<file path="config.mk">
export PLATFORM = sky130hd
export DESIGN_NAME = seg_xlate
export DESIGN_NICKNAME = d
export VERILOG_FILES = /design/src/rtl/seg_xlate_pkg.sv /design/src/rtl/seg_cfg_regs.sv /design/src/rtl/seg_bound_chk.sv /design/src/rtl/seg_walker.sv /design/src/rtl/seg_xlate.sv
export SDC_FILE = /design/constraint.sdc
export NUM_CORES = 1
export LEC_CHECK = 0
export BUFFER_PORTS_ARGS = -buffer_cell sky130_fd_sc_hd__buf_2
export CORE_MARGIN = 5
export CORE_UTILIZATION = 56
export DETAILED_ROUTE_END_ITERATION = 6
export PLACE_DENSITY = 0.91
export SYNTH_ARGS = -nofsm -noshare
export SYNTH_HDL_FRONTEND = slang
export SYNTH_HIERARCHICAL = 1
export SYNTH_SLANG_ARGS = --single-unit
</file>
<file path="constraint.sdc">
create_clock -name clk -period 2.7 [get_ports clk]
set_input_delay 0.27 -clock clk [delete_from_list [all_inputs] [get_ports clk]]
set_output_delay 0.27 -clock clk [all_outputs]
set_load 0.02 [all_outputs]
</file>
<file path="src/rtl/seg_xlate_pkg.sv">
package seg_xlate_pkg;
  typedef enum logic [1:0] {
    TRAP_NONE = 2'd0,
    TRAP_SEG  = 2'd1,
    TRAP_OFF  = 2'd2
  } trap_e;

  typedef enum logic [1:0] {
    ST_IDLE,
    ST_READ,
    ST_WAIT,
    ST_DONE
  } walk_st_e;
endpackage

</file>
<file path="src/rtl/seg_cfg_regs.sv">
module seg_cfg_regs #(
  parameter int AW = 32,
  parameter int LW = 9
) (
  input  logic          clk,
  input  logic          rst_n,
  input  logic          we,
  input  logic          sel,
  input  logic [AW-1:0] wdata,
  input  logic          idle,
  output logic [AW-1:0] tbl_base,
  output logic [LW-1:0] tbl_len
);
  always_ff @(posedge clk) begin
    if (!rst_n) begin
      tbl_base <= '0;
      tbl_len  <= '0;
    end else if (we && idle) begin
      if (sel) tbl_len  <= wdata[LW-1:0];
      else     tbl_base <= wdata;
    end
  end

  // registers frozen while a translation is in flight
  a_r8_cfg_frozen: assert property (@(posedge clk) disable iff (!rst_n)
    !idle |=> ($stable(tbl_base) && $stable(tbl_len)));
endmodule

</file>
<file path="src/rtl/seg_bound_chk.sv">
module seg_bound_chk #(
  parameter int AW   = 32,
  parameter int SEGW = 8,
  parameter int OFFW = 20,
  parameter int LW   = SEGW + 1
) (
  input  logic [SEGW-1:0] seg,
  input  logic [LW-1:0]   len,
  input  logic [OFFW-1:0] off,
  input  logic [AW-1:0]   limit,
  output logic            seg_ok,
  output logic            off_ok
);
  always_comb begin
    seg_ok = LW'(seg) < len;
    off_ok = AW'(off) < limit;
  end
endmodule

</file>
<file path="src/rtl/seg_walker.sv">
module seg_walker
  import seg_xlate_pkg::*;
#(
  parameter int AW   = 32,
  parameter int SEGW = 8,
  parameter int OFFW = 20
) (
  input  logic            clk,
  input  logic            rst_n,
  input  logic [AW-1:0]   tbl_base,
  input  logic            req_valid,
  output logic            req_ready,
  input  logic [SEGW-1:0] req_seg,
  input  logic [OFFW-1:0] req_off,
  input  logic            seg_ok,
  input  logic            off_ok,
  output logic [OFFW-1:0] off_held,
  output logic            tbl_rd_valid,
  input  logic            tbl_rd_ready,
  output logic [AW-1:0]   tbl_rd_addr,
  input  logic            tbl_rsp_valid,
  input  logic [AW-1:0]   tbl_rsp_data,
  output logic            res_valid,
  input  logic            res_ready,
  output logic [AW-1:0]   res_paddr,
  output logic [1:0]      res_trap,
  output logic            idle
);
  walk_st_e        st;
  logic [SEGW-1:0] seg_q;
  logic [OFFW-1:0] off_q;
  logic            word_q;
  logic [AW-1:0]   base_q;
  logic [AW-1:0]   paddr_q;
  trap_e           trap_q;

  assign off_held     = off_q;
  assign idle         = (st == ST_IDLE);
  assign req_ready    = (st == ST_IDLE);
  assign tbl_rd_valid = (st == ST_READ);
  assign tbl_rd_addr  = tbl_base + AW'({seg_q, 1'b0}) + AW'(word_q);
  assign res_valid    = (st == ST_DONE);
  assign res_paddr    = paddr_q;
  assign res_trap     = trap_q;

  always_ff @(posedge clk) begin
    if (!rst_n) begin
      st      <= ST_IDLE;
      seg_q   <= '0;
      off_q   <= '0;
      word_q  <= 1'b0;
      base_q  <= '0;
      paddr_q <= '0;
      trap_q  <= TRAP_NONE;
    end else begin
      unique case (st)
        ST_IDLE: if (req_valid) begin
          seg_q  <= req_seg;
          off_q  <= req_off;
          word_q <= 1'b0;
          if (!seg_ok) begin
            trap_q  <= TRAP_SEG;
            paddr_q <= '0;
            st      <= ST_DONE;
          end else begin
            st <= ST_READ;
          end
        end
        ST_READ: if (tbl_rd_ready) st <= ST_WAIT;
        ST_WAIT: if (tbl_rsp_valid) begin
          if (!word_q) begin
            base_q <= tbl_rsp_data;
            word_q <= 1'b1;
            st     <= ST_READ;
          end else begin
            if (off_ok) begin
              paddr_q <= base_q + AW'(off_q);
              trap_q  <= TRAP_NONE;
            end else begin
              paddr_q <= '0;
              trap_q  <= TRAP_OFF;
            end
            st <= ST_DONE;
          end
        end
        ST_DONE: if (res_ready) st <= ST_IDLE;
        default: st <= ST_IDLE;
      endcase
    end
  end

  // read request held with a steady address until accepted
  a_r6_rd_hold: assert property (@(posedge clk) disable iff (!rst_n)
    (tbl_rd_valid && !tbl_rd_ready) |=> (tbl_rd_valid && $stable(tbl_rd_addr)));
  // result held until taken
  a_r7_res_hold: assert property (@(posedge clk) disable iff (!rst_n)
    (res_valid && !res_ready) |=> (res_valid && $stable(res_paddr) && $stable(res_trap)));
  // no new request while a result waits
  a_r7_single: assert property (@(posedge clk) disable iff (!rst_n)
    res_valid |-> !req_ready);
  // a segment trap taken straight from acceptance, no read in between
  a_r2_direct_trap: assert property (@(posedge clk) disable iff (!rst_n)
    (req_valid && req_ready && !seg_ok) |=> (res_valid && res_trap == TRAP_SEG && !tbl_rd_valid));
  // trapped results carry a zero address
  a_r4_trap_zero: assert property (@(posedge clk) disable iff (!rst_n)
    (res_valid && res_trap != TRAP_NONE) |-> (res_paddr == '0));
endmodule

</file>
<file path="src/rtl/seg_xlate.sv">
module seg_xlate
  import seg_xlate_pkg::*;
#(
  parameter int AW   = 32,
  parameter int SEGW = 8,
  parameter int OFFW = 20
) (
  input  logic            clk,
  input  logic            rst_n,
  input  logic            cfg_we,
  input  logic            cfg_sel,
  input  logic [AW-1:0]   cfg_wdata,
  input  logic            req_valid,
  output logic            req_ready,
  input  logic [SEGW-1:0] req_seg,
  input  logic [OFFW-1:0] req_off,
  output logic            tbl_rd_valid,
  input  logic            tbl_rd_ready,
  output logic [AW-1:0]   tbl_rd_addr,
  input  logic            tbl_rsp_valid,
  input  logic [AW-1:0]   tbl_rsp_data,
  output logic            res_valid,
  input  logic            res_ready,
  output logic [AW-1:0]   res_paddr,
  output logic [1:0]      res_trap
);
  localparam int LW = SEGW + 1;

  logic [AW-1:0]   tbl_base;
  logic [LW-1:0]   tbl_len;
  logic            idle;
  logic            seg_ok;
  logic            off_ok;
  logic [OFFW-1:0] off_held;

  seg_cfg_regs #(.AW(AW), .LW(LW)) u_cfg (
    .clk(clk), .rst_n(rst_n), .we(cfg_we), .sel(cfg_sel), .wdata(cfg_wdata),
    .idle(idle), .tbl_base(tbl_base), .tbl_len(tbl_len)
  );

  seg_bound_chk #(.AW(AW), .SEGW(SEGW), .OFFW(OFFW), .LW(LW)) u_chk (
    .seg(req_seg), .len(tbl_len), .off(off_held), .limit(tbl_rsp_data),
    .seg_ok(seg_ok), .off_ok(off_ok)
  );

  seg_walker #(.AW(AW), .SEGW(SEGW), .OFFW(OFFW)) u_walk (
    .clk(clk), .rst_n(rst_n), .tbl_base(tbl_base),
    .req_valid(req_valid), .req_ready(req_ready), .req_seg(req_seg), .req_off(req_off),
    .seg_ok(seg_ok), .off_ok(off_ok), .off_held(off_held),
    .tbl_rd_valid(tbl_rd_valid), .tbl_rd_ready(tbl_rd_ready), .tbl_rd_addr(tbl_rd_addr),
    .tbl_rsp_valid(tbl_rsp_valid), .tbl_rsp_data(tbl_rsp_data),
    .res_valid(res_valid), .res_ready(res_ready), .res_paddr(res_paddr), .res_trap(res_trap),
    .idle(idle)
  );
endmodule

</file>
======== Yosys cells after proc, flatten, opt, wreduce, memory -nomap -nowiden ========
Index checks and enable logic that the tools add are counted.
storage, ports and cells
  register bits after elaboration ......... 138
  input bits .............................. 100
  logic and storage cells ................. 57
  output and inout bits ................... 69
cells by class
  mux-type cells .......................... 22
  eq/ne operators ......................... 9
  reductions and logical operators ........ 10
  add/subtract/negate cells ............... 3
  magnitude comparators ................... 2
  bitwise gates (word level) .............. 2
operators with widths
  operator              count
  $mux W32              5
  $pmux W32 S2          1
  $add A32 B1 Y32       1
  $add A32 B20 Y32      1
  $add A32 B9 Y32       1
  $lt A20 B32 Y1        1
  $mux W2               11
  $lt A8 B9 Y1          1
  $pmux W2 S4           1
  $ne A2 B1 Y1 const B  3
  $ne A2 B2 Y1 const B  3
  $reduce_and A2 Y1     3
  $reduce_and A3 Y1     2
  $reduce_and A5 Y1     1
  $eq A2 B2 Y1 const B  2
  $pmux W2 S2           1
  $reduce_and A4 Y1     1
  $eq A2 B1 Y1 const B  1
  $logic_not A2 Y1      1
  $mux W1               2
  $not A1 Y1            2
  $pmux W1 S2           1
  $reduce_bool A2 Y1    1
  $logic_and A1 B1 Y1   1

======== Logic depth before layout (Yosys ltp) ========
Gate-level depths: netlist of run 1.
  depth in word-level cells ............... 5
  gate-level depth with buffers ........... 15
  mapped depth without buffers ............ 14

======== By module ========
The synthesis of run 1 kept the hierarchy.
modules (own cells, without submodules)
  module         times used  area an instance (sq um)  seq. area each (sq um)  cells an instance
  seg_walker     1           5751.8                    1941.9                  726
  seg_cfg_regs   1           1635.3                    820.8                   170
  seg_bound_chk  1           693.2                     0.0                     94

======== Worst setup path after synthesis of run 1 ========
Ideal clock, no wire load.
  path kind ............................... reg2out
  start point ............................. reg u_walk.word_q
  end point ............................... out tbl_rd_addr[30]
  cell stages (with the launch flop) ...... 10
  slack ................................... 0.178 ns
  data required time ...................... 2.430 ns
  arrival time ............................ 2.252 ns
  buffers on the path ..................... 0
  cell sequence ........................... dfxtp_1 ha_1 fa_1 a21o_1 a21o_1 a21oi_1 o21ai_0 and2_4 and3_4 xor2_2
between the ends
  longest elaborated chain between the ends .. 1
ends and longest elaborated chain
  what                    line              RTL
  from (decl)             seg_walker.sv:32  logic word_q;
  from (signal assigned)  seg_walker.sv:51  word_q <= 1'b0;
  from (signal assigned)  seg_walker.sv:60  word_q <= 1'b0;
  from (signal assigned)  seg_walker.sv:73  word_q <= 1'b1;
  $add A32 B1 Y32         seg_walker.sv:41  assign tbl_rd_addr = tbl_base + AW'({seg_q, 1'b0}) + AW'(word_q);
  to (decl)               seg_xlate.sv:19   output logic [AW-1:0] tbl_rd_addr,
Every way passes these cells.

======== Worst setup path in the final report of run 1 ========
  start point ............................. reg u_cfg.tbl_base[0]
  end point ............................... out tbl_rd_addr[30]
between the ends
  longest elaborated chain between the ends .. 2
ends and longest elaborated chain
  what                    line                RTL
  from (decl)             seg_cfg_regs.sv:11  output logic [AW-1:0] tbl_base,
  from (signal assigned)  seg_cfg_regs.sv:20  else tbl_base <= wdata;
  $add A32 B9 Y32         seg_walker.sv:41
  $add A32 B1 Y32         seg_walker.sv:41
Every way passes these cells.

==> metrics.yaml, run 1 <==
outcome:
  status: "finished with violations"
  violations: "negative setup slack"
synthesis:
  synth-seq-cells: 138
  synth_top_family_by_area: "simple AND/OR/NAND/NOR gates"
  synth-edff-count: 0
  synthAdderAreaFrac_pct: 9.01
  synth.avg_cell_area_sq_um: 8.16
  syn-cell-area_sq_mm: 0.00808
  synth_xor_area_share_pct: 5.62
  synth-compound-area-share_pct: 19.0
  synth_ff_type: "dfxtp_1"
  yosysTopAreaCell: "dfxtp_1"
  synthCells: 990
  synth.distinct_cells: 66
  synth_fp_nets: 1147
  yosys_warnings: 6
  synth_most_common_cell: "nand2_1"
  synth_area_leaders: "dfxtp_1 (34%), nand2_1 (12%), ha_1 (8.5%)"
  synth_mux_area_share_pct: 5.20
  ys_seq_area_share_pct: 34.2
  async_flop_share_pct: 0
  yosys-top-cells-count: "nand2_1 (253), dfxtp_1 (138), a21boi_0 (63)"
  synthSimpleGateAreaFrac_pct: 21.9
  yosys.area.top_type_share_pct: 34.2
critical_path:
  endpoint_kind: "output pin"
  start_kind: "flop"
  worstPathArrival_ns: 2.60
  path_max_fanout: 4
  crit_type: "flop to output pin"
  required_ns: 2.43
placement:
  placed_cell_area_sq_mm: 0.00913
  dpl_worst_slack_ns: -0.101
  port_buffers: 168
  gp_congestion: 0.892
  place_hpwl_um: 16100
drt:
  wl_um: 23500
  wire_per_inst_um: 17.2
  drtIter0Drc: 511
  vias_per_cell: 5.70
  drcViolationCount: 0
  vias: 7789
  first_pass_iters: 5
  drtAntennaViolNets: 0
floorplanning:
  num_rows: 44
  die_w_um: 130
  die_h_um: 130
  num_io_pins: 169
  coreArea_sq_mm: 0.0144
  initial_core_util_pct: 56.2
  design.die.area_sq_mm: 0.0169
timing:
  slew_violations: 0
  min_period_ns: 2.87
  setup_viol: 24
  clock_skew_ns: 0.00637
  max-slew-margin-rel_pct: 48.1
  rsz0062_at_grt: "true"
  layout_setup_ws_ns: -0.174
  final_hold_viol_count: 0
  fin_crit_sh_pct: 106
  max_freq_ghz: 0.348
  worst_pin_slew_ns: 0.778
  fin_tns_setup_ns: -1.68
cts:
  h-tree-depth: 4
  clkLatencyLatePin_ns: 0.43
  cts_buffer_depth: 2
  clock_sinks: 138
  cts_made_buffers: 17
  clk_pin_slew_worst_paths_ns: 0.06
  clock-root-buffer: "clkbuf_16"
  cts_tree: "built"
  ctsHoldBuffers: 0
power:
  vdd_drop_max_mv: 0.470
  power_density_mw_per_mm2: 562
  cellLeakagePower_nw: 4.53
global_route:
  grt_use_total_pct: 25.9
  gr-total-overflow: 0
  grt_pass1_vias: 7410
  grt_pass1_wl_um: 34900
  grt_max_degree: 75
  antenna_found_initial: 5
cells_and_area:
  design_area_sq_mm: 0.0103
  syn_to_final_growth_pct: 27.7
  fin_nets: 1326
  drive_gt1_share_pct: 27.4
  antenna_cells: 0
job:
  maxCapViolations: 0
worst_hold_path:
  hold_path.class: "input port to flop"
## layer usage
layer  wire length (um)  part of all wire [%]  GRT usage, %  vias up
met5                 48                  0.20             0        -
met3               1660                   7.1          8.31       90
met2              11700                    50          45.0      325
met4                856                   3.6          10.9        8
met1               9280                    39          29.2     3601
li1                   -                     -             -     3765
## area by class of cell
class | count | area, sq um
clock buffers | 20 | 457
fillers | 988 | 4050
flip-flops and latches | 138 | 2780
repair buffers | 211 | 1270
well taps | 184 | 230
multi-input cells | 765 | 5310
clock inverters | 12 | 148
inverters | 36 | 135
## kinds of logic (layout without fill, tap and decap cells)
family,Yosys count,in the layout
simple gates,395,395
compound gates,219,220
flops,138,138
buf+inv,88,279
fa+ha+maj,57,57
xor+xnor,51,51
mux,42,42
## path summary, 6_finish.rpt
kind	start	to	slack, ns	cells past startpoint
worst max-delay path	u_cfg/tbl_base[0]	tbl_rd_addr[30]	-0.17	10
worst min-delay path	cfg_wdata[20]	u_cfg/tbl_base[20]	0.09	3
worst max register to register	u_cfg/tbl_len[4]	u_walk/res_paddr[16]	-0.01	14
worst min register to register	u_walk/res_paddr[15]	u_walk/res_paddr[15]	0.44	2
## what timing repair did
item                       4_1_cts  5_1_grt
gates resized for setup         59       56
setup endpoints to repair       27       48
cloned                           1        0
pin swaps                       22       18
buffers inserted                 7        5
## worst max-delay path, cell delays in order (launching register included)
cell     delay, ns
dfxtp_2       0.33
ha_4          0.16
fa_2          0.36
a21o_1        0.16
a21o_1        0.18
a21oi_2       0.21
o21ai_2       0.12
and2_4        0.18
and3_4        0.19
xor2_2        0.15
buf_6         0.14
## placed cells by master (no fill, tap or decap), types with 6 or more instances in the layout
master     Yosys  layout
o21a_1        10       9
nand4_1       11      11
o21ai_0       38      31
xnor2_2        0      10
inv_1         36      36
nor2b_1       21      20
o21ai_1        2       8
and3_1        11      11
dfxtp_2        0       6
clkbuf_16      0      17
buf_2         14     143
nor2_1        32      28
xor2_1        11      10
a21o_1        17      17
nand3_4        0       6
nand3_1       21      11
ha_1          55      51
buf_4          2      62
a22oi_1       12      12
mux2i_1       42      42
xnor2_1       39      29
a21oi_2        4       7
a21oi_1       40      36
dfxtp_1      138     130
nand2_1      253     251
a21boi_0      63      63
## registers in the layout, summed over array words and instances, names as in the netlist
signal / flops
u_cfg/tbl_len: 9
u_walk/off_held: 20
u_walk/base_q: 32
u_walk/word_q: 1
u_walk/res_paddr: 32
u_walk/res_trap: 2
u_cfg/tbl_base: 32
u_walk/seg_q: 8
u_walk/st: 2
## stage by stage
step | total power [mW] | cells | hold slack (ns) | util, %
global placement | 3.30 | 1321 | 0.433 | 63.6
global route | 6.03 | 1366 | 0.0866 | 71.8
CTS | 5.75 | 1361 | 0.0742 | 69.9
finish | 5.80 | 1366 | 0.0873 | 71.8
detailed placement | 3.34 | 1321 | 0.439 | 63.6
floorplan | 3.01 | 990 | 0.412 | -
## report_power, final
part	switching (mW)	leakage, nW	internal [mW]
clock network	0.901	0.284	1.49
logic	0.654	3.12	0.470
registers	0.125	1.12	2.16
total	1.68	4.53	4.12
No activity file was read; power rests on OpenSTA's default activity.
==> run 2: changes to the inputs <==
--- a/config.mk
+++ b/config.mk
@@ -7,9 +7,9 @@
 export LEC_CHECK = 0
 export BUFFER_PORTS_ARGS = -buffer_cell sky130_fd_sc_hd__buf_2
 export CORE_MARGIN = 5
-export CORE_UTILIZATION = 56
+export CORE_UTILIZATION = 35
 export DETAILED_ROUTE_END_ITERATION = 6
-export PLACE_DENSITY = 0.91
+export PLACE_DENSITY = 0.65
 export SYNTH_ARGS = -nofsm -noshare
 export SYNTH_HDL_FRONTEND = slang
 export SYNTH_HIERARCHICAL = 1
==> run 2 against run 1 <==
Net effect:
- the run still ends with negative setup slack left
- clock skew is 0.0055 ns higher
- hold slack better by 0.0015 ns
- register-to-register slack better by 0.13 ns
- utilization is 27 points lower
- clock-buffer cell count is 3 lower
- wire length is 4.8% lower
- setup slack better by 0.066 ns
- non-clock buffer count is 15 lower
- sequential share of layout area is 0.40 points higher
- combinational power hardly changed
- total power is 2.2% lower
==> metrics.yaml, run 2 (synthesized netlist as in run 1, its figures left out) <==
outcome:
  status: "finished with violations"
  violations: "negative setup slack"
timing:
  rsz0062_at_grt: "true"
  setup_viol: 18  # -25%
  max_freq_ghz: 0.356  # +2.4%
  worst_pin_slew_ns: 1.02  # +0.246 ns
  layout_setup_ws_ns: -0.107  # +0.0662 ns
  clock_skew_ns: 0.0118  # +0.00546 ns
  max-slew-margin-rel_pct: 31.7  # -16 points
  min_period_ns: 2.81  # -0.0662 ns
  final_hold_viol_count: 0  # unchanged
  fin_crit_sh_pct: 104  # -2.5 points
  slew_violations: 0  # unchanged
critical_path:
  worstPathArrival_ns: 2.54  # -0.06 ns
  crit_type: "flop to output pin"
  path_buf_inv: 2  # +1
  start_kind: "flop"
  slowest_stage: "fa_2"
  crit_chain: "buf_6, fa_2, a21o_1, a21o_1, a21oi_2, o21ai_2, and2_4, and3_4, xor2_2, buf_6"
  required_ns: 2.43  # about the same
  endpoint_kind: "output pin"
  critPathMaxStageDelay_ns: 0.38  # +0.02 ns
  path_max_fanout: 4  # unchanged
  path_delay_family: "compound AO/OA/AOI/OAI gates"
power:
  vdd_drop_max_mv: 0.339  # -28%
  power_density_mw_per_mm2: 559  # -0.56%
  power_mw: 5.68  # -2.2%
  cellLeakagePower_nw: 4.39  # -3.1%
cts:
  cts_buffer_depth: 2  # unchanged
  cts_made_buffers: 17  # unchanged
  ctsHoldBuffers: 0  # unchanged
  clock-root-buffer: "clkbuf_16"
  h-tree-depth: 4  # unchanged
  cts_tree: "built"
  clock_sinks: 138  # unchanged
  clkLatencyLatePin_ns: 0.42  # about the same
  clk_pin_slew_worst_paths_ns: 0.07  # about the same
global_route:
  grt_use_total_pct: 16.8  # -9.1 points
  grt_pass1_vias: 7126  # -3.8%
  grt_pass1_wl_um: 36100  # +3.3%
  gr-total-overflow: 0  # unchanged
  antenna_found_initial: 3  # -2
  grt_max_degree: 85  # +13%
placement:
  port_buffers: 168  # unchanged
  place_hpwl_um: 16900  # +5.5%
  gp_congestion: 0.832  # -6.8%
floorplanning:
  initial_core_util_pct: 35.6  # -21 points
  num_io_pins: 169  # unchanged
  design.die.area_sq_mm: 0.0262  # +55%
  die_h_um: 162  # +24%
  die_w_um: 162  # +24%
  coreArea_sq_mm: 0.0227  # +58%
  num_rows: 55  # +25%
drt:
  drtIter0Drc: 393  # -23%
  wl_um: 22400  # -4.8%
  vias_per_cell: 5.04  # -12%
  drtAntennaViolNets: 0  # unchanged
  wire_per_inst_um: 15.4  # -11%
  drcViolationCount: 0  # unchanged
  vias: 7330  # -5.9%
  first_pass_iters: 4  # -1
cells_and_area:
  final_common_cell: "nand2_1"
  num-fill-cells: 2274  # +130%
  layout_common_cells: "nand2_1 (246), buf_2 (143), dfxtp_1 (131)"
  syn_to_final_growth_pct: 25.7
  drive_gt1_share_pct: 25.4  # -2.0 points
  fin_nets: 1311  # -1.1%
  fin_util_pct: 44.7  # -27 points
worst_hold_path:
  hold_path.class: "input port to flop"
job:
  maxCapViolations: 0  # unchanged
run 2: cell count changes in the layout (fill, tap and decap cells not counted), moves of 5 or more:
cell and change:
buf_4 -15, inv_6 +5, nand2_1 -5, nand2_2 +5, nand3_2 +5, nand3_4 -6
o21ai_0 +5, o21ai_1 -5, xnor2_1 +8, xnor2_2 -8
run 2: power breakdown:
group,leakage [nW],switching [mW],total (mW),internal [mW]
combinational,2.99,0.634,1.09,0.453
sequential,1.12,0.113,2.27,2.16
clock,0.275,1.01,2.32,1.30
total,4.39,1.76,5.68,3.91
run 2: what timing repair did:
| item | 4_1_cts | 5_1_grt |
|---|---|---|
| setup buffers | 1 | 1 |
| pin swaps | 17 | 7 |
| gates cloned | 1 | 0 |
| hold endpoints to repair | 0 | 0 |
| gates resized for setup | 60 | 28 |
| endpoints found under the setup margin | 26 | 57 |
run 2: area by class of cell:
class | instances | area [sq um] | area share, %
clock inverters | 15 | 154 | 1.52
diodes | 1 | 2.50 | 0.0246
repair buffers | 196 | 1140 | 11.3
inverters | 36 | 135 | 1.33
clock buffers | 17 | 425 | 4.19
flip-flops and latches | 138 | 2770 | 27.3
well taps | 285 | 357 | 3.51
multi-input cells | 765 | 5160 | 50.8
run 2: layer usage:
layer / part of all wire, % / up-vias / GRT usage [%] / routed length (um)
li1: - / 3733 / - / -
met1: 45 / 3391 / 21.2 / 10100
met2: 48 / 176 / 28.6 / 10600
met3: 6.0 / 26 / 4.14 / 1350
met4: 1.5 / 4 / 4.38 / 336
met5: 0.094 / - / 0 / 21
run 2: worst paths after layout:
check | startpoint | endpoint | slack [ns] | cells past startpoint
worst min register to register | u_walk/res_paddr[31] | u_walk/res_paddr[31] | 0.45 | 2
worst max register to register | u_cfg/tbl_len[4] | u_walk/res_paddr[30] | 0.12 | 13
worst min-delay path | cfg_wdata[13] | u_cfg/tbl_base[13] | 0.09 | 3
worst max-delay path | u_cfg/tbl_base[1] | tbl_rd_addr[30] | -0.11 | 10
run 2: worst register-to-register path, delay by kind of cell, from the launching register on:
kind / cells / cell delay [ns]
compound gates: 8 / 1.06
fa+ha+maj: 1 / 0.25
buf+inv: 1 / 0.04
simple gates: 3 / 0.79
flops: 1 / 0.34
run 2: metrics by stage:
step	TNS [ns]	worst slack, ns	area [sq um]	std cells	hold WS (ns)
3_5_place_dp	-0.296	-0.0795	9220	1417	0.444
6_report	-0.639	-0.107	10200	1453	0.0888
3_3_place_gp	-0.166	-0.0645	9220	1417	0.437
2_1_floorplan	0	0.178	8080	990	0.412
5_1_grt	-3.34	-0.224	10200	1453	0.0850
4_1_cts	-1.26	-0.143	10000	1451	0.0701
